**src/rtl/sp_pkg.sv**
```systemverilog
package sp_pkg;

  typedef enum logic [1:0] {
    MD_SHIFT     = 2'b00,
    MD_UART8     = 2'b01,
    MD_UART9_FIX = 2'b10,
    MD_UART9_VAR = 2'b11
  } sp_mode_e;

  // Majority of three samples taken around mid-bit.
  function automatic logic vote3(input logic a, input logic b, input logic c);
    return (a & b) | (a & c) | (b & c);
  endfunction

  // Number of source events between two oversampling ticks.
  // Fixed-rate mode counts core clocks. The other framed modes count overflow ticks.
  function automatic logic [2:0] tick_div(input sp_mode_e m, input logic dbl);
    if (m == MD_UART9_FIX) return dbl ? 3'd2 : 3'd4;
    return dbl ? 3'd1 : 3'd2;
  endfunction

  // Index of the stop bit in a frame: start = 0, then data, then an optional ninth bit.
  function automatic int unsigned stop_index(input int unsigned dw, input logic nine);
    return nine ? dw + 2 : dw + 1;
  endfunction

endpackage

```
**src/rtl/sp_baud.sv**
```systemverilog
module sp_baud
  import sp_pkg::*;
(
  input  logic     clk,
  input  logic     rst_n,
  input  sp_mode_e mode,
  input  logic     dbl,
  input  logic     ovf_tick,
  output logic     s16
);
  logic [2:0] cnt;
  logic [2:0] div;
  logic       src;
  logic       at_wrap;

  always_comb begin
    div     = tick_div(mode, dbl);
    src     = (mode == MD_UART9_FIX) ? 1'b1 : ovf_tick;
    at_wrap = (cnt >= div - 3'd1);
    s16     = (mode != MD_SHIFT) && src && at_wrap;
  end

  always_ff @(posedge clk or negedge rst_n) begin
    if (!rst_n)                cnt <= '0;
    else if (mode == MD_SHIFT) cnt <= '0;
    else if (src)              cnt <= at_wrap ? 3'd0 : cnt + 3'd1;
  end

  // The fixed-rate mode never gives two oversampling ticks in a row.
  assert_s16_gap_R6: assert property (@(posedge clk) disable iff (!rst_n)
    (mode == MD_UART9_FIX && s16) |=> (mode != MD_UART9_FIX || !s16));

endmodule

```
**src/rtl/sp_shift0.sv**
```systemverilog
module sp_shift0 #(
  parameter int DATA_W = 8,
  parameter int DIV    = 12
) (
  input  logic              clk,
  input  logic              rst_n,
  input  logic              en,
  input  logic              tx_go,
  input  logic              rx_arm,
  input  logic [DATA_W-1:0] data,
  input  logic              rxd_in,
  output logic              sclk,
  output logic              dout,
  output logic              oe,
  output logic              ti_set,
  output logic              rx_load,
  output logic [DATA_W-1:0] rx_data
);
  localparam int HALF = DIV / 2;
  localparam int C_W  = $clog2(DIV);
  localparam int I_W  = (DATA_W > 1) ? $clog2(DATA_W) : 1;

  logic              active, is_tx;
  logic [C_W-1:0]    cnt;
  logic [I_W-1:0]    idx;
  logic [DATA_W-1:0] sh;
  logic              start_tx, start_rx, bit_end, done;

  always_comb begin
    start_tx = en && tx_go && !active;
    start_rx = en && rx_arm && !active && !start_tx;
    bit_end  = active && (cnt == C_W'(DIV - 1));
    done     = bit_end && (idx == I_W'(DATA_W - 1));
    ti_set   = done && is_tx;
    rx_load  = done && !is_tx;
    oe       = active && is_tx;
    sclk     = active ? (cnt >= C_W'(HALF)) : 1'b1;
    dout     = oe ? sh[0] : 1'b1;
    rx_data  = sh;
  end

  always_ff @(posedge clk or negedge rst_n) begin
    if (!rst_n) begin
      active <= 1'b0; is_tx <= 1'b0; cnt <= '0; idx <= '0; sh <= '0;
    end else if (!en) begin
      active <= 1'b0;
    end else if (start_tx) begin
      active <= 1'b1; is_tx <= 1'b1; sh <= data; cnt <= '0; idx <= '0;
    end else if (start_rx) begin
      active <= 1'b1; is_tx <= 1'b0; sh <= '0; cnt <= '0; idx <= '0;
    end else if (active) begin
      // Receive samples in the low half of the shift clock.
      if (!is_tx && cnt == C_W'(HALF - 1)) sh <= {rxd_in, sh[DATA_W-1:1]};
      if (bit_end) begin
        cnt <= '0;
        if (idx == I_W'(DATA_W - 1)) active <= 1'b0;
        else begin
          idx <= idx + 1'b1;
          if (is_tx) sh <= {1'b1, sh[DATA_W-1:1]};
        end
      end else begin
        cnt <= cnt + 1'b1;
      end
    end
  end

  // The shift clock always begins a transmit with its low half.
  assert_m0_clk_low_first_R3: assert property (@(posedge clk) disable iff (!rst_n)
    $rose(oe) |-> !sclk);

endmodule

```
**src/rtl/sp_uart_tx.sv**
```systemverilog
module sp_uart_tx
  import sp_pkg::*;
#(
  parameter int DATA_W = 8,
  parameter int OVS    = 16
) (
  input  logic              clk,
  input  logic              rst_n,
  input  logic              en,
  input  logic              nine,
  input  logic              s16,
  input  logic              load,
  input  logic [DATA_W-1:0] data,
  input  logic              bit9,
  output logic              txd,
  output logic              busy,
  output logic              ti_set
);
  localparam int FRM_W = DATA_W + 3;
  localparam int IDX_W = $clog2(FRM_W);
  localparam int OS_W  = $clog2(OVS);

  logic [FRM_W-1:0] frame;
  logic [IDX_W-1:0] idx, last;
  logic [OS_W-1:0]  os;
  logic             bit_end;

  always_comb begin
    last    = IDX_W'(stop_index(DATA_W, nine));
    bit_end = busy && s16 && (os == OS_W'(OVS - 1));
    ti_set  = bit_end && (idx == last - 1'b1);
    txd     = busy ? frame[0] : 1'b1;
  end

  always_ff @(posedge clk or negedge rst_n) begin
    if (!rst_n) begin
      busy <= 1'b0; frame <= '1; idx <= '0; os <= '0;
    end else if (!en) begin
      busy <= 1'b0;
    end else if (load) begin
      busy  <= 1'b1;
      frame <= {1'b1, (nine ? bit9 : 1'b1), data, 1'b0};
      idx   <= '0;
      os    <= '0;
    end else if (busy && s16) begin
      if (os == OS_W'(OVS - 1)) begin
        os <= '0;
        if (idx == last) busy <= 1'b0;
        else begin
          idx   <= idx + 1'b1;
          frame <= {1'b1, frame[FRM_W-1:1]};
        end
      end else begin
        os <= os + 1'b1;
      end
    end
  end

  // The done flag is raised at the edge where the line enters the stop bit.
  assert_stop_after_ti_R7: assert property (@(posedge clk) disable iff (!rst_n)
    ti_set |=> txd);

endmodule

```
**src/rtl/sp_uart_rx.sv**
```systemverilog
module sp_uart_rx
  import sp_pkg::*;
#(
  parameter int DATA_W = 8,
  parameter int OVS    = 16
) (
  input  logic              clk,
  input  logic              rst_n,
  input  logic              en,
  input  logic              nine,
  input  logic              ren,
  input  logic              filt_en,
  input  logic              hold,
  input  logic              s16,
  input  logic              rxd,
  output logic              accept,
  output logic [DATA_W-1:0] data_o,
  output logic              rb8_o
);
  localparam int IDX_W = $clog2(DATA_W + 3);
  localparam int OS_W  = $clog2(OVS);
  localparam int MID   = OVS / 2;

  logic              rx_meta, rx_s;
  logic              busy;
  logic [OS_W-1:0]   os;
  logic [IDX_W-1:0]  idx, last;
  logic [1:0]        smp;
  logic [DATA_W-1:0] data_r;
  logic              b9_r;
  logic              bit_val, vote_pt, frame_end, filt_bit;

  always_comb begin
    last      = IDX_W'(stop_index(DATA_W, nine));
    bit_val   = vote3(smp[1], smp[0], rx_s);
    vote_pt   = busy && s16 && (os == OS_W'(MID + 1));
    frame_end = vote_pt && (idx == last);
    filt_bit  = nine ? b9_r : bit_val;
    accept    = frame_end && !hold && (!filt_en || filt_bit);
    data_o    = data_r;
    rb8_o     = filt_bit;
  end

  always_ff @(posedge clk or negedge rst_n) begin
    if (!rst_n) begin
      rx_meta <= 1'b1; rx_s <= 1'b1;
    end else begin
      rx_meta <= rxd; rx_s <= rx_meta;
    end
  end

  always_ff @(posedge clk or negedge rst_n) begin
    if (!rst_n) begin
      busy <= 1'b0; os <= '0; idx <= '0; smp <= '1; data_r <= '0; b9_r <= 1'b0;
    end else if (!en) begin
      busy <= 1'b0;
    end else if (!busy) begin
      if (ren && s16 && !rx_s) begin
        busy <= 1'b1; os <= OS_W'(1); idx <= '0;
      end
    end else if (s16) begin
      os <= (os == OS_W'(OVS - 1)) ? '0 : os + 1'b1;
      if (os == OS_W'(MID - 1) || os == OS_W'(MID)) smp <= {smp[0], rx_s};
      if (os == OS_W'(OVS - 1)) idx <= idx + 1'b1;
      if (vote_pt) begin
        if (idx == '0) begin
          if (bit_val) busy <= 1'b0;
        end else if (idx <= IDX_W'(DATA_W)) begin
          data_r <= {bit_val, data_r[DATA_W-1:1]};
        end else if (nine && idx == IDX_W'(DATA_W + 1)) begin
          b9_r <= bit_val;
        end
        if (idx == last) busy <= 1'b0;
      end
    end
  end

endmodule

```
**src/rtl/serial_port_top.sv**
```systemverilog
module serial_port_top
  import sp_pkg::*;
#(
  parameter int DATA_W = 8,
  parameter int OVS    = 16,
  parameter int M0_DIV = 12
) (
  input  logic              clk,
  input  logic              rst_n,
  input  logic              ctl_wr,
  input  logic [7:0]        ctl_wdata,
  output logic [7:0]        ctl_rdata,
  input  logic              dat_wr,
  input  logic [DATA_W-1:0] dat_wdata,
  output logic [DATA_W-1:0] rx_data,
  input  logic              smod,
  input  logic              ovf_tick,
  input  logic              rxd_in,
  output logic              rxd_out,
  output logic              rxd_oe,
  output logic              txd
);
  localparam int B_RI  = 0;
  localparam int B_TI  = 1;
  localparam int B_RB8 = 2;
  localparam int B_TB8 = 3;
  localparam int B_REN = 4;
  localparam int B_SM2 = 5;

  logic [7:0]        ctl_q, ctl_d;
  logic [DATA_W-1:0] rx_buf;
  sp_mode_e          mode;
  logic              framed, nine, s16;
  logic              u_busy, u_txd, u_ti, u_acc, u_rb8;
  logic [DATA_W-1:0] u_data;
  logic              m_sclk, m_dout, m_oe, m_ti, m_rxld;
  logic [DATA_W-1:0] m_data;
  logic              ti_evt, ri_evt;

  always_comb begin
    mode   = sp_mode_e'(ctl_q[7:6]);
    framed = (mode != MD_SHIFT);
    nine   = (mode == MD_UART9_FIX) || (mode == MD_UART9_VAR);
  end

  sp_baud u_baud (
    .clk(clk), .rst_n(rst_n), .mode(mode), .dbl(smod), .ovf_tick(ovf_tick), .s16(s16)
  );

  sp_uart_tx #(.DATA_W(DATA_W), .OVS(OVS)) u_tx (
    .clk(clk), .rst_n(rst_n), .en(framed), .nine(nine), .s16(s16),
    .load(dat_wr && framed && !u_busy), .data(dat_wdata), .bit9(ctl_q[B_TB8]),
    .txd(u_txd), .busy(u_busy), .ti_set(u_ti)
  );

  sp_uart_rx #(.DATA_W(DATA_W), .OVS(OVS)) u_rx (
    .clk(clk), .rst_n(rst_n), .en(framed), .nine(nine), .ren(ctl_q[B_REN]),
    .filt_en(ctl_q[B_SM2]), .hold(ctl_q[B_RI]), .s16(s16), .rxd(rxd_in),
    .accept(u_acc), .data_o(u_data), .rb8_o(u_rb8)
  );

  sp_shift0 #(.DATA_W(DATA_W), .DIV(M0_DIV)) u_m0 (
    .clk(clk), .rst_n(rst_n), .en(!framed), .tx_go(dat_wr),
    .rx_arm(ctl_q[B_REN] && !ctl_q[B_RI]), .data(dat_wdata), .rxd_in(rxd_in),
    .sclk(m_sclk), .dout(m_dout), .oe(m_oe), .ti_set(m_ti), .rx_load(m_rxld),
    .rx_data(m_data)
  );

  always_comb begin
    ti_evt = u_ti || m_ti;
    ri_evt = u_acc || m_rxld;
    ctl_d  = ctl_wr ? ctl_wdata : ctl_q;
    if (ti_evt) ctl_d[B_TI]  = 1'b1;
    if (ri_evt) ctl_d[B_RI]  = 1'b1;
    if (u_acc)  ctl_d[B_RB8] = u_rb8;
  end

  always_ff @(posedge clk or negedge rst_n) begin
    if (!rst_n) begin
      ctl_q  <= '0;
      rx_buf <= '0;
    end else begin
      ctl_q <= ctl_d;
      if (u_acc)       rx_buf <= u_data;
      else if (m_rxld) rx_buf <= m_data;
    end
  end

  assign ctl_rdata = ctl_q;
  assign rx_data   = rx_buf;
  assign txd       = framed ? u_txd : m_sclk;
  assign rxd_out   = m_dout;
  assign rxd_oe    = m_oe;

  // Flags clear only through a control write.
  assert_ti_sticky_R2: assert property (@(posedge clk) disable iff (!rst_n)
    (ctl_q[B_TI] && !ctl_wr) |=> ctl_q[B_TI]);
  assert_ri_sticky_R2: assert property (@(posedge clk) disable iff (!rst_n)
    (ctl_q[B_RI] && !ctl_wr) |=> ctl_q[B_RI]);
  // The buffer changes only at the edge where the receive flag rises.
  assert_rxbuf_needs_ri_R10: assert property (@(posedge clk) disable iff (!rst_n)
    (rx_buf != $past(rx_buf)) |-> (ctl_q[B_RI] && !$past(ctl_q[B_RI])));

endmodule

```
**config.mk**
```make
export PLATFORM = sky130hd
export DESIGN_NAME = serial_port_top
export DESIGN_NICKNAME = d
export VERILOG_FILES = /design/src/rtl/sp_pkg.sv /design/src/rtl/sp_baud.sv /design/src/rtl/sp_shift0.sv /design/src/rtl/sp_uart_tx.sv /design/src/rtl/sp_uart_rx.sv /design/src/rtl/serial_port_top.sv
export SDC_FILE = /design/constraint.sdc
export NUM_CORES = 1
export LEC_CHECK = 0
export BUFFER_PORTS_ARGS = -buffer_cell sky130_fd_sc_hd__buf_2
export CORE_UTILIZATION = 40
export CTS_CLUSTER_SIZE = 28
export DETAILED_ROUTE_END_ITERATION = 6
export SLEW_MARGIN = 20
export SYNTH_ARGS = -nofsm -noshare
export SYNTH_HDL_FRONTEND = slang
export SYNTH_SLANG_ARGS = --single-unit
```
**constraint.sdc**
```tcl
create_clock -name clk -period 3.23 [get_ports clk]
set_clock_uncertainty 0.2 [all_clocks]
set_input_delay 0.323 -clock clk [delete_from_list [all_inputs] [get_ports clk]]
set_output_delay 0.323 -clock clk [all_outputs]
set_load 0.005 [all_outputs]
```
==> impl_metrics.py <==
metrics = {
    "run_status": {
        "status": "finished clean",
    },
    "detailed_routing": {
        "drt_iter0_drc": 149,
        "drt_pass1_iterations": 4,
        "routed_via_density": 5.21,
        "drc": 0,
        "ant_nets": 0,
        "routed_wl_um": 8880,
        "vias": 3023,
        "wire_per_inst_um": 15.3,
    },
    "cts": {
        "clk_latency_ns": 0.36,
        "clockBufferDepth": 2,
        "clk_pin_slew_worst_paths_ns": 0.08,
        "clock-sinks": 77,
        "cts_tree": "built",
        "h-tree-depth": 3,
        "cts_root_buf": "clkbuf_8",
        "cts_made_buffers": 9,
        "post-cts-setup-buffers": 0,
    },
    "timing": {
        "hold_violations": 0,
        "clock.fmax_mhz": 352,
        "setup_viol": 0,
        "slew_violations": 0,
        "rsz0062_at_grt": "no",
        "tns_ns": 0,
        "relSlewSlack_pct": 52.3,
        "fin_ws_ns": 0.390,
        "fin_crit_sh_pct": 87.9,
        "tightest_slew_ns": 0.716,
        "fin_crit_ns": 2.84,
    },
    "synthesis": {
        "synth_top_area_cell": "dfrtp_1",
        "yosys-top-cells-area": "dfrtp_1 (38%), dfstp_2 (8.9%), mux2_4 (6.2%)",
        "avgSynthCellArea_um2": 10.5,
        "synth_cell_types": 61,
        "ys_ff_latch": 77,
        "syn_nets": 432,
        "yosysSeqAreaShare_pct": 47.2,
        "synth_top_flop_cell": "dfrtp_1",
        "synth_top_area_share_pct": 38.3,
        "ys_async_sr_fraction_pct": 100,
        "synth-edff-count": 0,
        "syn_inst": 392,
        "synth_area_um2": 4120,
        "yosys_warnings": 0,
    },
    "critical_path": {
        "path_cells": "or3_1, ha_1, nand2_1, o21ai_2, nand4_1, a2111o_1, mux2_4",
        "cp-start-kind": "flop",
        "end_kind": "flop",
        "max_stage_delay_ns": 0.57,
        "r2r_setup_slack_ns": 0.39,
        "path_class": "flop to flop",
        "reg2regPathDepth": 7,
        "critPathRequiredTime_ns": 3.27,
        "cp.arrival_ns": 2.88,
        "path_max_fanout": 10,
        "timing.rr.end": "rx_data[0]",
        "rr_startpoint": "ctl_rdata[6]",
        "crit_slowest_cell": "a2111o_1",
    },
    "power": {
        "power_leakage_nw": 2.25,
        "vdd_ir_drop_max_mv": 0.200,
        "pwr_density_cell_nw_per_um2": 519,
    },
    "min_path": {
        "whs_endpoint": "ctl_rdata[0]",
        "min_path_cells": 3,
        "worstHoldStart": "ctl_wdata[0]",
        "hold_path_class": "input port to flop",
    },
    "die": {
        "num_rows": 36,
        "initial_core_util_pct": 41.8,
        "io_pins": 42,
        "core-area_um2": 9860,
        "die-area_um2": 10700,
        "die_w_um": 104,
        "die_h_um": 104,
    },
    "global_route": {
        "antenna_found_initial": 0,
        "overflow": 0,
        "grt_pass1_vias": 2930,
        "grt_usage_pct": 17.8,
        "grt_start_max_net_pins": 78,
        "grt_pass1_wl_um": 15000,
    },
    "finish": {
        "layout-drive-gt1-share_pct": 25.3,
        "fin_nets": 482,
        "area_growth_pct": 14.6,
        "layoutNonFillerInstCount": 580,
        "fill_cells": 918,
        "diodes": 0,
        "multiInputGateArea_um2": 1980,
        "seq_area_um2": 1940,
    },
    "placement": {
        "dpl.hpwl_um": 6240,
        "placement.io_buffers": 41,
        "placedCellCount": 550,
        "place_ws_ns": 0.393,
        "place_congestion": 0.844,
    },
    "job": {
        "max_cap_violations": 0,
    },
}
## Yosys cell counts, drive strengths merged (2+ instances only)
| cell type | instances |
|---|---|
| nor3b | 6 |
| mux2i | 19 |
| xnor2 | 2 |
| o31ai | 5 |
| or3 | 2 |
| buf | 12 |
| and3 | 5 |
| a21oi | 9 |
| inv | 18 |
| nand3 | 7 |
| dfrtp | 63 |
| o21ai | 24 |
| mux2 | 31 |
| nand2 | 50 |
| nor2 | 27 |
| nor2b | 9 |
| xor2 | 5 |
| nand2b | 2 |
| nand4b | 2 |
| nor3 | 10 |
| a32o | 2 |
| a31oi | 11 |
| ha | 17 |
| dfstp | 14 |
| nand4 | 5 |
| clkbuf | 9 |
| o211ai | 2 |
## worst max-delay path by stage
| stage | startpoint | endpoint | slack [ns] | cells past startpoint |
|---|---|---|---|---|
| floorplan | ctl_rdata[7] | rx_data[0] | 0.46 | 10 |
| global placement | ctl_rdata[6] | rx_data[2] | 0.45 | 7 |
| detailed placement | ctl_rdata[6] | rx_data[6] | 0.39 | 7 |
| CTS | ctl_rdata[6] | rx_data[0] | 0.38 | 7 |
| global route | ctl_rdata[6] | rx_data[4] | 0.27 | 7 |
| finish | ctl_rdata[6] | rx_data[0] | 0.39 | 7 |
## through the flow
stage               area, um2  power (mW)  utilization, %  hold WS (ns)
finish                   4720        2.45            47.9        0.0139
global route             4720        2.63            47.9        0.0359
CTS                      4720        2.48            47.9       0.00401
detailed placement       4410        1.79            44.7         0.147
global placement         4410        1.77            44.7         0.145
floorplan                4120        1.61               -        -0.173
## kinds of logic (layout without fill, tap and decap cells)
| logic type | Yosys count | after routing | synth area share, % |
|---|---|---|---|
| AOI/OAI and AO/OA | 66 | 66 | 10.4 |
| xor gates and xnor gates | 7 | 7 | 1.49 |
| adders and majority gates | 18 | 18 | 5.40 |
| buffers and inverters | 39 | 94 | 4.71 |
| DFF | 77 | 77 | 47.2 |
| muxes | 50 | 50 | 14.6 |
| other | 1 | 1 | 0.0910 |
| and+or+nand+nor | 134 | 134 | 16.2 |
## cell usage in the layout, fill, tap and decap left out, drive strengths merged, types with 6 or more instances in the layout
cell and count:
nand2 50, mux2i 19, nor3b 6, buf 46, inv 20, dfstp 14, mux2 31, clkbuf 10
dlygate4sd3 14, a21oi 9, o21ai 24, nor3 10, a31oi 11, nand3 7, nor2 27, ha 17
dfrtp 63, nor2b 9
## area by class of cell
class / instances / area share (%)
multi-input combinational: 276 / 42.0
inverter: 18 / 1.43
clock buffer: 10 / 2.70
sequential: 77 / 41.2
timing repair buffer: 60 / 8.24
clock inverter: 6 / 0.980
tap: 133 / 3.52
## metal layers
layer  track usage [%]  up-vias  wire length (um)
met3              2.83       13               196
met2              27.3       44              4120
met5                 0        -                 0
li1                  -     1474                 -
met4              8.28        0               182
met1              24.7     1492              4390
## worst max-delay path: cells and delay by family (launching register included)
kind | cells | cell delay, ns
simple gates | 3 | 0.62
fa+ha+maj | 1 | 0.28
flops | 1 | 0.46
compound gates | 2 | 0.78
mux | 1 | 0.39
## power by group
group          switching [mW]  internal [mW]  total, mW
combinational           0.294          0.226      0.520
sequential              0.144           1.12       1.26
clock                   0.382          0.285      0.667
total                   0.820           1.63       2.45
## sequential cells by signal, summed over array words and instances (netlist names), 2 cells and up
signal        cells
u_tx.frame       10
rx_data           8
u_rx.idx          4
u_m0.idx          3
u_tx.os           4
u_m0.cnt          4
u_tx.idx          4
u_m0.rx_data      8
u_baud.cnt        3
u_rx.os           4
u_rx.smp          2
ctl_rdata         8
u_rx.data_o       8
## timing repair
item / in CTS / in global routing
resized for setup: 0 / 0
hold buffers: 14 / 0
hold endpoints to repair: 79 / 0
Power figures use the tool's default switching activity.
